File: src/rtl/bcr_pkg.sv
// Package: shared constants, decode types and the hex-to-ASCII helper
// for the board control register file. Offsets are 20-bit byte offsets.
package bcr_pkg;

    localparam int OFFS_W = 20;

    localparam logic [OFFS_W-1:0] OFF_SWITCH  = 20'h00200;
    localparam logic [OFFS_W-1:0] OFF_STATUS  = 20'h00208;
    localparam logic [OFFS_W-1:0] OFF_JUMPER  = 20'h00210;
    localparam logic [OFFS_W-1:0] OFF_LEDBAR  = 20'h00408;
    localparam logic [OFFS_W-1:0] OFF_HEXWORD = 20'h00410;
    localparam logic [OFFS_W-1:0] OFF_CHAR0   = 20'h00418;
    localparam int                CHAR_STEP   = 8;
    localparam logic [OFFS_W-1:0] OFF_SOFTRST = 20'h00500;
    localparam logic [OFFS_W-1:0] OFF_BREAK   = 20'h00508;
    localparam logic [OFFS_W-1:0] OFF_GPOUT   = 20'h00A00;
    localparam logic [OFFS_W-1:0] OFF_GPIN    = 20'h00A08;
    localparam logic [OFFS_W-1:0] OFF_I2CIN   = 20'h00B00;
    localparam logic [OFFS_W-1:0] OFF_I2COE   = 20'h00B08;
    localparam logic [OFFS_W-1:0] OFF_I2COUT  = 20'h00B10;
    localparam logic [OFFS_W-1:0] OFF_I2CSEL  = 20'h00B18;

    localparam logic [7:0] SOFTRST_KEY = 8'h42;
    localparam logic [7:0] BREAK_INIT  = 8'h0A;
    localparam logic [7:0] CHAR_BLANK  = 8'h20;

    // One flag per writable scalar register (display slots are separate).
    typedef struct packed {
        logic led;
        logic hexword;
        logic softrst;
        logic brk;
        logic gpout;
        logic i2c_oe;
        logic i2c_out;
        logic i2c_sel;
    } wr_hits_t;

    // ASCII code of one hexadecimal digit, uppercase letters.
    function automatic logic [7:0] hex_ascii(input logic [3:0] nib);
        return (nib < 4'd10) ? (8'h30 + {4'h0, nib}) : (8'h37 + {4'h0, nib});
    endfunction

endpackage

File: src/rtl/bcr_decode.sv
// Write decoder: turns a bus write into one-hot register strobes.
// Assumes full-word accesses; an offset must match exactly to hit.
module bcr_decode
    import bcr_pkg::*;
#(
    parameter int NUM_CHARS = 8
) (
    input  logic                 wr_en,
    input  logic [OFFS_W-1:0]    offset,
    output wr_hits_t             hits,
    output logic [NUM_CHARS-1:0] char_hits
);

    // Scalar register strobes.
    always_comb begin
        hits         = '0;
        hits.led     = wr_en && (offset == OFF_LEDBAR);
        hits.hexword = wr_en && (offset == OFF_HEXWORD);
        hits.softrst = wr_en && (offset == OFF_SOFTRST);
        hits.brk     = wr_en && (offset == OFF_BREAK);
        hits.gpout   = wr_en && (offset == OFF_GPOUT);
        hits.i2c_oe  = wr_en && (offset == OFF_I2COE);
        hits.i2c_out = wr_en && (offset == OFF_I2COUT);
        hits.i2c_sel = wr_en && (offset == OFF_I2CSEL);
    end

    // One strobe per display character slot.
    for (genvar k = 0; k < NUM_CHARS; k++) begin : g_slot
        localparam logic [OFFS_W-1:0] SLOT_OFF = OFF_CHAR0 + OFFS_W'(k * CHAR_STEP);
        assign char_hits[k] = wr_en && (offset == SLOT_OFF);
    end

endmodule

File: src/rtl/bcr_display.sv
// Display buffer: NUM_CHARS eight-bit characters. A word write fills all
// characters with hex digits (character 0 = most significant nibble); a slot
// write sets one character. Assumes DATA_W == 4 * NUM_CHARS.
module bcr_display
    import bcr_pkg::*;
#(
    parameter int DATA_W    = 32,
    parameter int NUM_CHARS = DATA_W / 4
) (
    input  logic                   clk,
    input  logic                   rst_n,
    input  logic                   wr_word,
    input  logic [NUM_CHARS-1:0]   wr_char,
    input  logic [DATA_W-1:0]      wdata,
    output logic [8*NUM_CHARS-1:0] chars
);

    for (genvar k = 0; k < NUM_CHARS; k++) begin : g_char
        localparam int NIB_LO = 4 * (NUM_CHARS - 1 - k);
        // Character k register: blank on reset, hex digit or raw byte on write.
        always_ff @(posedge clk) begin
            if (!rst_n)
                chars[8*k +: 8] <= CHAR_BLANK;
            else if (wr_word)
                chars[8*k +: 8] <= hex_ascii(wdata[NIB_LO +: 4]);
            else if (wr_char[k])
                chars[8*k +: 8] <= wdata[7:0];
        end
    end

endmodule

File: src/rtl/bcr_i2c.sv
// Bit-banged I2C group: output enable (2 bits), full-word output register
// whose bits 1 and 0 drive clock and data, and a 1-bit input select.
// Pin levels change only when the output register is written.
module bcr_i2c #(
    parameter int DATA_W = 32
) (
    input  logic              clk,
    input  logic              rst_n,
    input  logic              wr_oe,
    input  logic              wr_out,
    input  logic              wr_sel,
    input  logic [DATA_W-1:0] wdata,
    output logic [1:0]        oe,
    output logic [DATA_W-1:0] out_word,
    output logic              sel,
    output logic              scl,
    output logic              sda
);

    // Control registers with their reset values.
    always_ff @(posedge clk) begin
        if (!rst_n) begin
            oe       <= 2'b00;
            out_word <= DATA_W'(3);
            sel      <= 1'b1;
        end else begin
            if (wr_oe)  oe       <= wdata[1:0];
            if (wr_out) out_word <= wdata;
            if (wr_sel) sel      <= wdata[0];
        end
    end

    assign scl = out_word[1];
    assign sda = out_word[0];

endmodule

File: src/rtl/board_ctrl_regs.sv
// Board control register file top. Decodes address bits [19:0] of a simple
// synchronous bus; reads return data one cycle later with bus_rvalid.
// Byte enables are not supported: every access is a full word.
module board_ctrl_regs
    import bcr_pkg::*;
#(
    parameter int ADDR_W     = 32,
    parameter int DATA_W     = 32,
    parameter bit BIG_ENDIAN = 1'b0
) (
    input  logic                clk,
    input  logic                rst_n,
    input  logic                bus_req,
    input  logic                bus_we,
    input  logic [ADDR_W-1:0]   bus_addr,
    input  logic [DATA_W-1:0]   bus_wdata,
    output logic [DATA_W-1:0]   bus_rdata,
    output logic                bus_rvalid,
    output logic [7:0]          led_bar,
    output logic [DATA_W*2-1:0] disp_chars,
    output logic                sys_reset_req,
    output logic                eeprom_scl,
    output logic                eeprom_sda,
    input  logic                eeprom_sda_in
);

    localparam int NUM_CHARS = DATA_W / 4;
    localparam logic [DATA_W-1:0] STATUS_VAL = BIG_ENDIAN ? DATA_W'(8'h12) : DATA_W'(8'h10);
    localparam logic [DATA_W-1:0] I2C_IN_INIT = DATA_W'(3);

    logic [OFFS_W-1:0]    offset;
    logic                 unused_addr_hi;
    wr_hits_t             hits;
    logic [NUM_CHARS-1:0] char_hits;
    logic [7:0]           brk_q, gpout_q;
    logic [1:0]           i2c_oe;
    logic [DATA_W-1:0]    i2c_out;
    logic                 i2c_sel;
    logic [DATA_W-1:0]    rd_mux;

    assign offset         = bus_addr[OFFS_W-1:0];
    assign unused_addr_hi = ^bus_addr[ADDR_W-1:OFFS_W];

    bcr_decode #(.NUM_CHARS(NUM_CHARS)) u_decode (
        .wr_en     (bus_req && bus_we),
        .offset    (offset),
        .hits      (hits),
        .char_hits (char_hits)
    );

    bcr_display #(.DATA_W(DATA_W), .NUM_CHARS(NUM_CHARS)) u_display (
        .clk     (clk),
        .rst_n   (rst_n),
        .wr_word (hits.hexword),
        .wr_char (char_hits),
        .wdata   (bus_wdata),
        .chars   (disp_chars)
    );

    bcr_i2c #(.DATA_W(DATA_W)) u_i2c (
        .clk      (clk),
        .rst_n    (rst_n),
        .wr_oe    (hits.i2c_oe),
        .wr_out   (hits.i2c_out),
        .wr_sel   (hits.i2c_sel),
        .wdata    (bus_wdata),
        .oe       (i2c_oe),
        .out_word (i2c_out),
        .sel      (i2c_sel),
        .scl      (eeprom_scl),
        .sda      (eeprom_sda)
    );

    // Byte-wide registers: LED bar, break and GP out.
    always_ff @(posedge clk) begin
        if (!rst_n) begin
            led_bar <= 8'h00;
            brk_q   <= BREAK_INIT;
            gpout_q <= 8'h00;
        end else begin
            if (hits.led)   led_bar <= bus_wdata[7:0];
            if (hits.brk)   brk_q   <= bus_wdata[7:0];
            if (hits.gpout) gpout_q <= bus_wdata[7:0];
        end
    end

    // Soft reset: one-cycle request on the exact key value.
    always_ff @(posedge clk) begin
        if (!rst_n)
            sys_reset_req <= 1'b0;
        else
            sys_reset_req <= hits.softrst && (bus_wdata == DATA_W'(SOFTRST_KEY));
    end

    // Read data selection by offset; holes read zero.
    always_comb begin
        case (offset)
            OFF_SWITCH, OFF_JUMPER: rd_mux = '0;
            OFF_STATUS:             rd_mux = STATUS_VAL;
            OFF_LEDBAR:             rd_mux = DATA_W'(led_bar);
            OFF_BREAK:              rd_mux = DATA_W'(brk_q);
            OFF_GPOUT:              rd_mux = DATA_W'(gpout_q);
            OFF_GPIN:               rd_mux = i2c_sel ? i2c_out : '0;
            OFF_I2CIN:              rd_mux = {I2C_IN_INIT[DATA_W-1:1], eeprom_sda_in};
            OFF_I2COE:              rd_mux = DATA_W'(i2c_oe);
            OFF_I2COUT:             rd_mux = i2c_out;
            OFF_I2CSEL:             rd_mux = DATA_W'(i2c_sel);
            default:                rd_mux = '0;
        endcase
    end

    // Read response register: data plus valid one cycle after the request.
    always_ff @(posedge clk) begin
        if (!rst_n) begin
            bus_rdata  <= '0;
            bus_rvalid <= 1'b0;
        end else begin
            bus_rvalid <= bus_req && !bus_we;
            if (bus_req && !bus_we)
                bus_rdata <= rd_mux;
        end
    end

endmodule

File: config.mk
export PLATFORM = sky130hd
export DESIGN_NAME = board_ctrl_regs
export DESIGN_NICKNAME = d
export VERILOG_FILES = /design/src/rtl/bcr_pkg.sv /design/src/rtl/bcr_decode.sv /design/src/rtl/bcr_display.sv /design/src/rtl/bcr_i2c.sv /design/src/rtl/board_ctrl_regs.sv
export SDC_FILE = /design/constraint.sdc
export NUM_CORES = 1
export LEC_CHECK = 0
export BUFFER_PORTS_ARGS = -buffer_cell sky130_fd_sc_hd__buf_2
export CORE_MARGIN = 3
export CORE_UTILIZATION = 40
export CTS_BUF_LIST = sky130_fd_sc_hd__clkbuf_4 sky130_fd_sc_hd__clkbuf_8 sky130_fd_sc_hd__clkbuf_16
export DETAILED_ROUTE_END_ITERATION = 8
export PLACE_DENSITY = 0.71
export SYNTH_ARGS = -nofsm -noshare
export SYNTH_HDL_FRONTEND = slang
export SYNTH_SLANG_ARGS = --single-unit
File: constraint.sdc
create_clock -name clk -period 3.2 [get_ports clk]
set_clock_uncertainty 0.1 [all_clocks]
set_input_delay 0.64 -clock clk [delete_from_list [all_inputs] [get_ports clk]]
set_output_delay 0.64 -clock clk [all_outputs]
set_load 0.02 [all_outputs]
==> summary.md <==
## Run status
- completed — outcome

## Place
- 17.1 mm — Post-DP HPWL
- 0.923 — global placer's final weighted congestion
- 164 — port buffer count
- 1272 — number of placed cells counting well taps

## Power and ir drop
- 0.00102 W — Sw Pwr
- 6.9% — relative contribution of combinational cells to total power
- 24.0% — switching part of the total power
- 0.417 mV — Peak VDD IR
- 462 nW/um2 — Cell Pwr Density
- 3.56 nW — leakage
- 46.3% — Seq pwr share
- 46.8% — share of total power in the clock network
- 0.00321 W — internal power consumption

## Clocking
- 0 — total of hold buffers inserted after clock tree synthesis
- 17 — number of clock buffers inserted by TritonCTS
- 157 — Clock Sink Count
- 430 ps — clock network latency to the later pin of the worst-skew pair
- 0 — quantity of gates resized following cts
- clkbuf_16 — clock root buffer
- 0 — count of buffers added by post-CTS timing repair for setup
- done — clock tree from TritonCTS
- 60 ps — clock transition at the register clock pins on the worst setup and hold paths after CTS
- 2 — number of buffers on the longest clock path
- 4 — number of levels in the clock H-tree

## Route
- 5.66 — routed via count divided by cell count
- 0 — detailed-route DRC error count
- 18.5 um — final routed wire length divided by cell count
- 660 — initial detailed-routing violation count
- 24.2 mm — routed wire length
- 5 — detailed-router iteration count before antenna repair
- 7398 — total number of vias
- 0 — number of nets still failing antenna checks after routing

## STA
- 0 — pins over their slew limit
- 40.3% — worst relative slew slack
- 0 — final-report hold violation count
- 81.9% — ratio of final minimum period to clock period
- no — unrepaired setup endpoints after global routing
- 2620 ps — min Tclk post-route
- 0 — number of failing setup endpoints in the final timing report
- 0.381 GHz — timing-limited maximum frequency
- 0 ps — Total Negative Setup Slacks
- 893 ps — transition time at the pin with the least slew margin

## Critical path
- 3430 ps — CP Data Required Time
- flop — nature of the critical path endpoint
- input port to flop — type of the worst setup path
- buf_2 -> or4_4 -> or4_4 -> nor3_1 -> nand2_1 -> o32ai_1 — critical-path cell list
- 2850 ps — worst endpoint data arrival time
- 22 — highest net fanout along the worst path
- or4_4 — cell mode on critical path
- 1350 ps — register-to-register setup slack
- 720 ps — longest individual stage delay on the worst path
- or4_4 — Critical Path Slowest Stage Cell
- input port — type of element launching the critical path

## Yosys
- 42.4% — sequential fraction of the synthesis area
- dfxtp_1 — leading register cell type out of synthesis
- 906 — instance count of the mapped netlist
- 0 — number of flops mapped to enable cells by yosys
- 157 — Seq cells post-synth
- 991 — synthesized netlist net count
- 57 — number of library cell types mapped by synthesis
- 7420 um2 — post-synthesis instance area
- 0% — Async SR Flop Fraction
- 0 — count of yosys warnings during synthesis
- 8.19 um2 — Post-Syn Area per Cell

## Floorplanning
- 177 — io pins
- 49 — placement row count
- 20200 um2 — floorplan die area
- 142 um — x dimension of the die
- 142 um — overall die height
- 41.0% — initial core utilization
- 18100 um2 — core footprint

## Final layout
- 24.1% — fraction of layout cells with a size suffix above 1
- buf_2 — most common cell after layout, fill and taps aside
- 50.6% — Util after Layout
- 1147 — number of nets in the final layout
- buf_2 (164), dfxtp_1 (157), nand2_1 (143), a21oi_1 (119), nor2_1 (59) — commonest cells after routing, fill and taps aside
- 23.4% — Synth-to-Final Area Change
- 1306 — non-filler instance count after layout
- 1743 — count of fill cells added during filler insertion

## Job
- 0 — max-cap violation count

## Hold path
- flop to flop — worst min-delay path category

## GRT
- 23.3% — Total Routing Usage GR
- 1 — number of antenna violations at the first check in global routing
- 68 — largest net degree at the start of global routing
- 6799 — vias in the first global route
- 37.0 mm — global-route wire length before repair
- 0 — total overflow reported by the global router

## sequential cells by signal (all words and copies together) (netlist names)
register         count
bus_rvalid           1
sys_reset_req        1
led_bar              8
u_i2c.sel            1
u_i2c.oe             2
brk_q                8
gpout_q              8
u_display.chars     64
u_i2c.out_word      32
bus_rdata           32
## power by group through the flow
stage / Clock, W / Sequential [W] / Combinational, W
global route: 0.00208 / 0.00195 / 0.000314
floorplan: 0 / 0.00200 / 0.000148
global placement: 0 / 0.00200 / 0.000280
finish: 0.00198 / 0.00196 / 0.000291
CTS: 0.00199 / 0.00196 / 0.000286
detailed placement: 0 / 0.00200 / 0.000282
## critical path, delay by kind of cell
family	cells	cell delay [ps]
AO/OA/AOI/OAI	1	330
buffers and inverters	1	110
AND/OR/NAND/NOR	4	1770
## cells by family (layout without fill, tap and decap cells)
group	count (synthesis)	after routing	synth area share, %
flops	157	157	42.4
fa+ha+maj	16	16	2.70
buf+inv	84	253	4.59
xor+xnor	9	9	1.06
simple gates	346	346	22.9
mux	56	56	7.66
compound gates	238	238	18.7
other cells	0	2	0
## layout make-up
| cell class | instances | area [um2] | area share, % |
|---|---|---|---|
| Clock inverter | 10 | 87.6 | 0.957 |
| Multi-Input combinational cell | 665 | 3950 | 43.2 |
| Clock buffer | 22 | 494 | 5.40 |
| Antenna cell | 2 | 5.00 | 0.0547 |
| Inverter | 23 | 86.3 | 0.943 |
| Tap cell | 229 | 287 | 3.13 |
| Sequential cell | 157 | 3140 | 34.3 |
| Timing Repair Buffer | 198 | 1100 | 12.0 |
## synth_stat cells, types with 2 or more instances
cell type | n | area share (%)
nand3_1 | 58 | 3.9
a2111oi_0 | 2 | 0.24
nor4_2 | 5 | 0.84
a211oi_1 | 13 | 1.3
mux2i_1 | 50 | 6.7
a31oi_1 | 5 | 0.42
and3_1 | 4 | 0.34
buf_2 | 14 | 0.94
nor3_2 | 2 | 0.27
buf_1 | 3 | 0.15
a222oi_1 | 5 | 0.67
o211ai_1 | 3 | 0.30
o41ai_1 | 2 | 0.24
or4_1 | 2 | 0.20
inv_1 | 23 | 1.2
nor4b_1 | 3 | 0.35
a21oi_1 | 119 | 8.0
ha_1 | 16 | 2.7
or3_1 | 3 | 0.25
o21ai_0 | 57 | 3.8
nand4_1 | 11 | 0.93
a21boi_0 | 4 | 0.40
o21ai_1 | 2 | 0.13
nor2b_1 | 9 | 0.76
nand2_1 | 144 | 7.3
o31ai_1 | 2 | 0.20
nor3b_1 | 2 | 0.20
nand2b_1 | 7 | 0.59
nor4_1 | 8 | 0.67
xnor2_1 | 8 | 0.94
nor4_4 | 2 | 0.57
nor2_4 | 2 | 0.30
mux2_2 | 6 | 0.91
or4_4 | 2 | 0.30
a311oi_1 | 10 | 1.2
o32ai_1 | 6 | 0.71
clkbuf_1 | 43 | 2.2
nor2_1 | 59 | 3.0
dfxtp_1 | 157 | 42
nor3_1 | 14 | 0.94
a21o_1 | 3 | 0.30
## path summary, 6_finish.rpt
check / to / start / cells past startpoint
worst max-delay path: u_display.chars[26]$_SDFFE_PN0P_ / bus_addr[13] / 6
worst min-delay path: bus_rdata[13]$_SDFFE_PN0P_ / bus_rdata[13]$_SDFFE_PN0P_ / 2
worst max register to register: bus_rdata[7]$_SDFFE_PN0P_ / u_i2c.sel$_SDFFE_PN1P_ / 4
worst min register to register: bus_rdata[13]$_SDFFE_PN0P_ / bus_rdata[13]$_SDFFE_PN0P_ / 2
## per-stage QoR
| stage | hold slack (ps) | power (W) | instance area (um2) | setup WS (ps) |
|---|---|---|---|---|
| after floorplan | 336 | 0.00215 | 7420 | 467 |
| after global placement | 336 | 0.00228 | 8570 | 206 |
| after detailed placement | 341 | 0.00228 | 8570 | 149 |
| after CTS | 353 | 0.00424 | 9150 | 593 |
| after global routing | 367 | 0.00435 | 9150 | 432 |
| final | 349 | 0.00423 | 9160 | 578 |
## metal layers
| metal | up-vias | global-route usage [%] | routed length [um] |
|---|---|---|---|
| li1 | 3548 | - | - |
| met1 | 3439 | 31.7 | 10300 |
| met2 | 355 | 36.2 | 11000 |
| met3 | 56 | 5.81 | 2210 |
| met4 | 0 | 8.13 | 677 |
| met5 | - | 0 | 0 |
(Power assumes the default switching activity.)
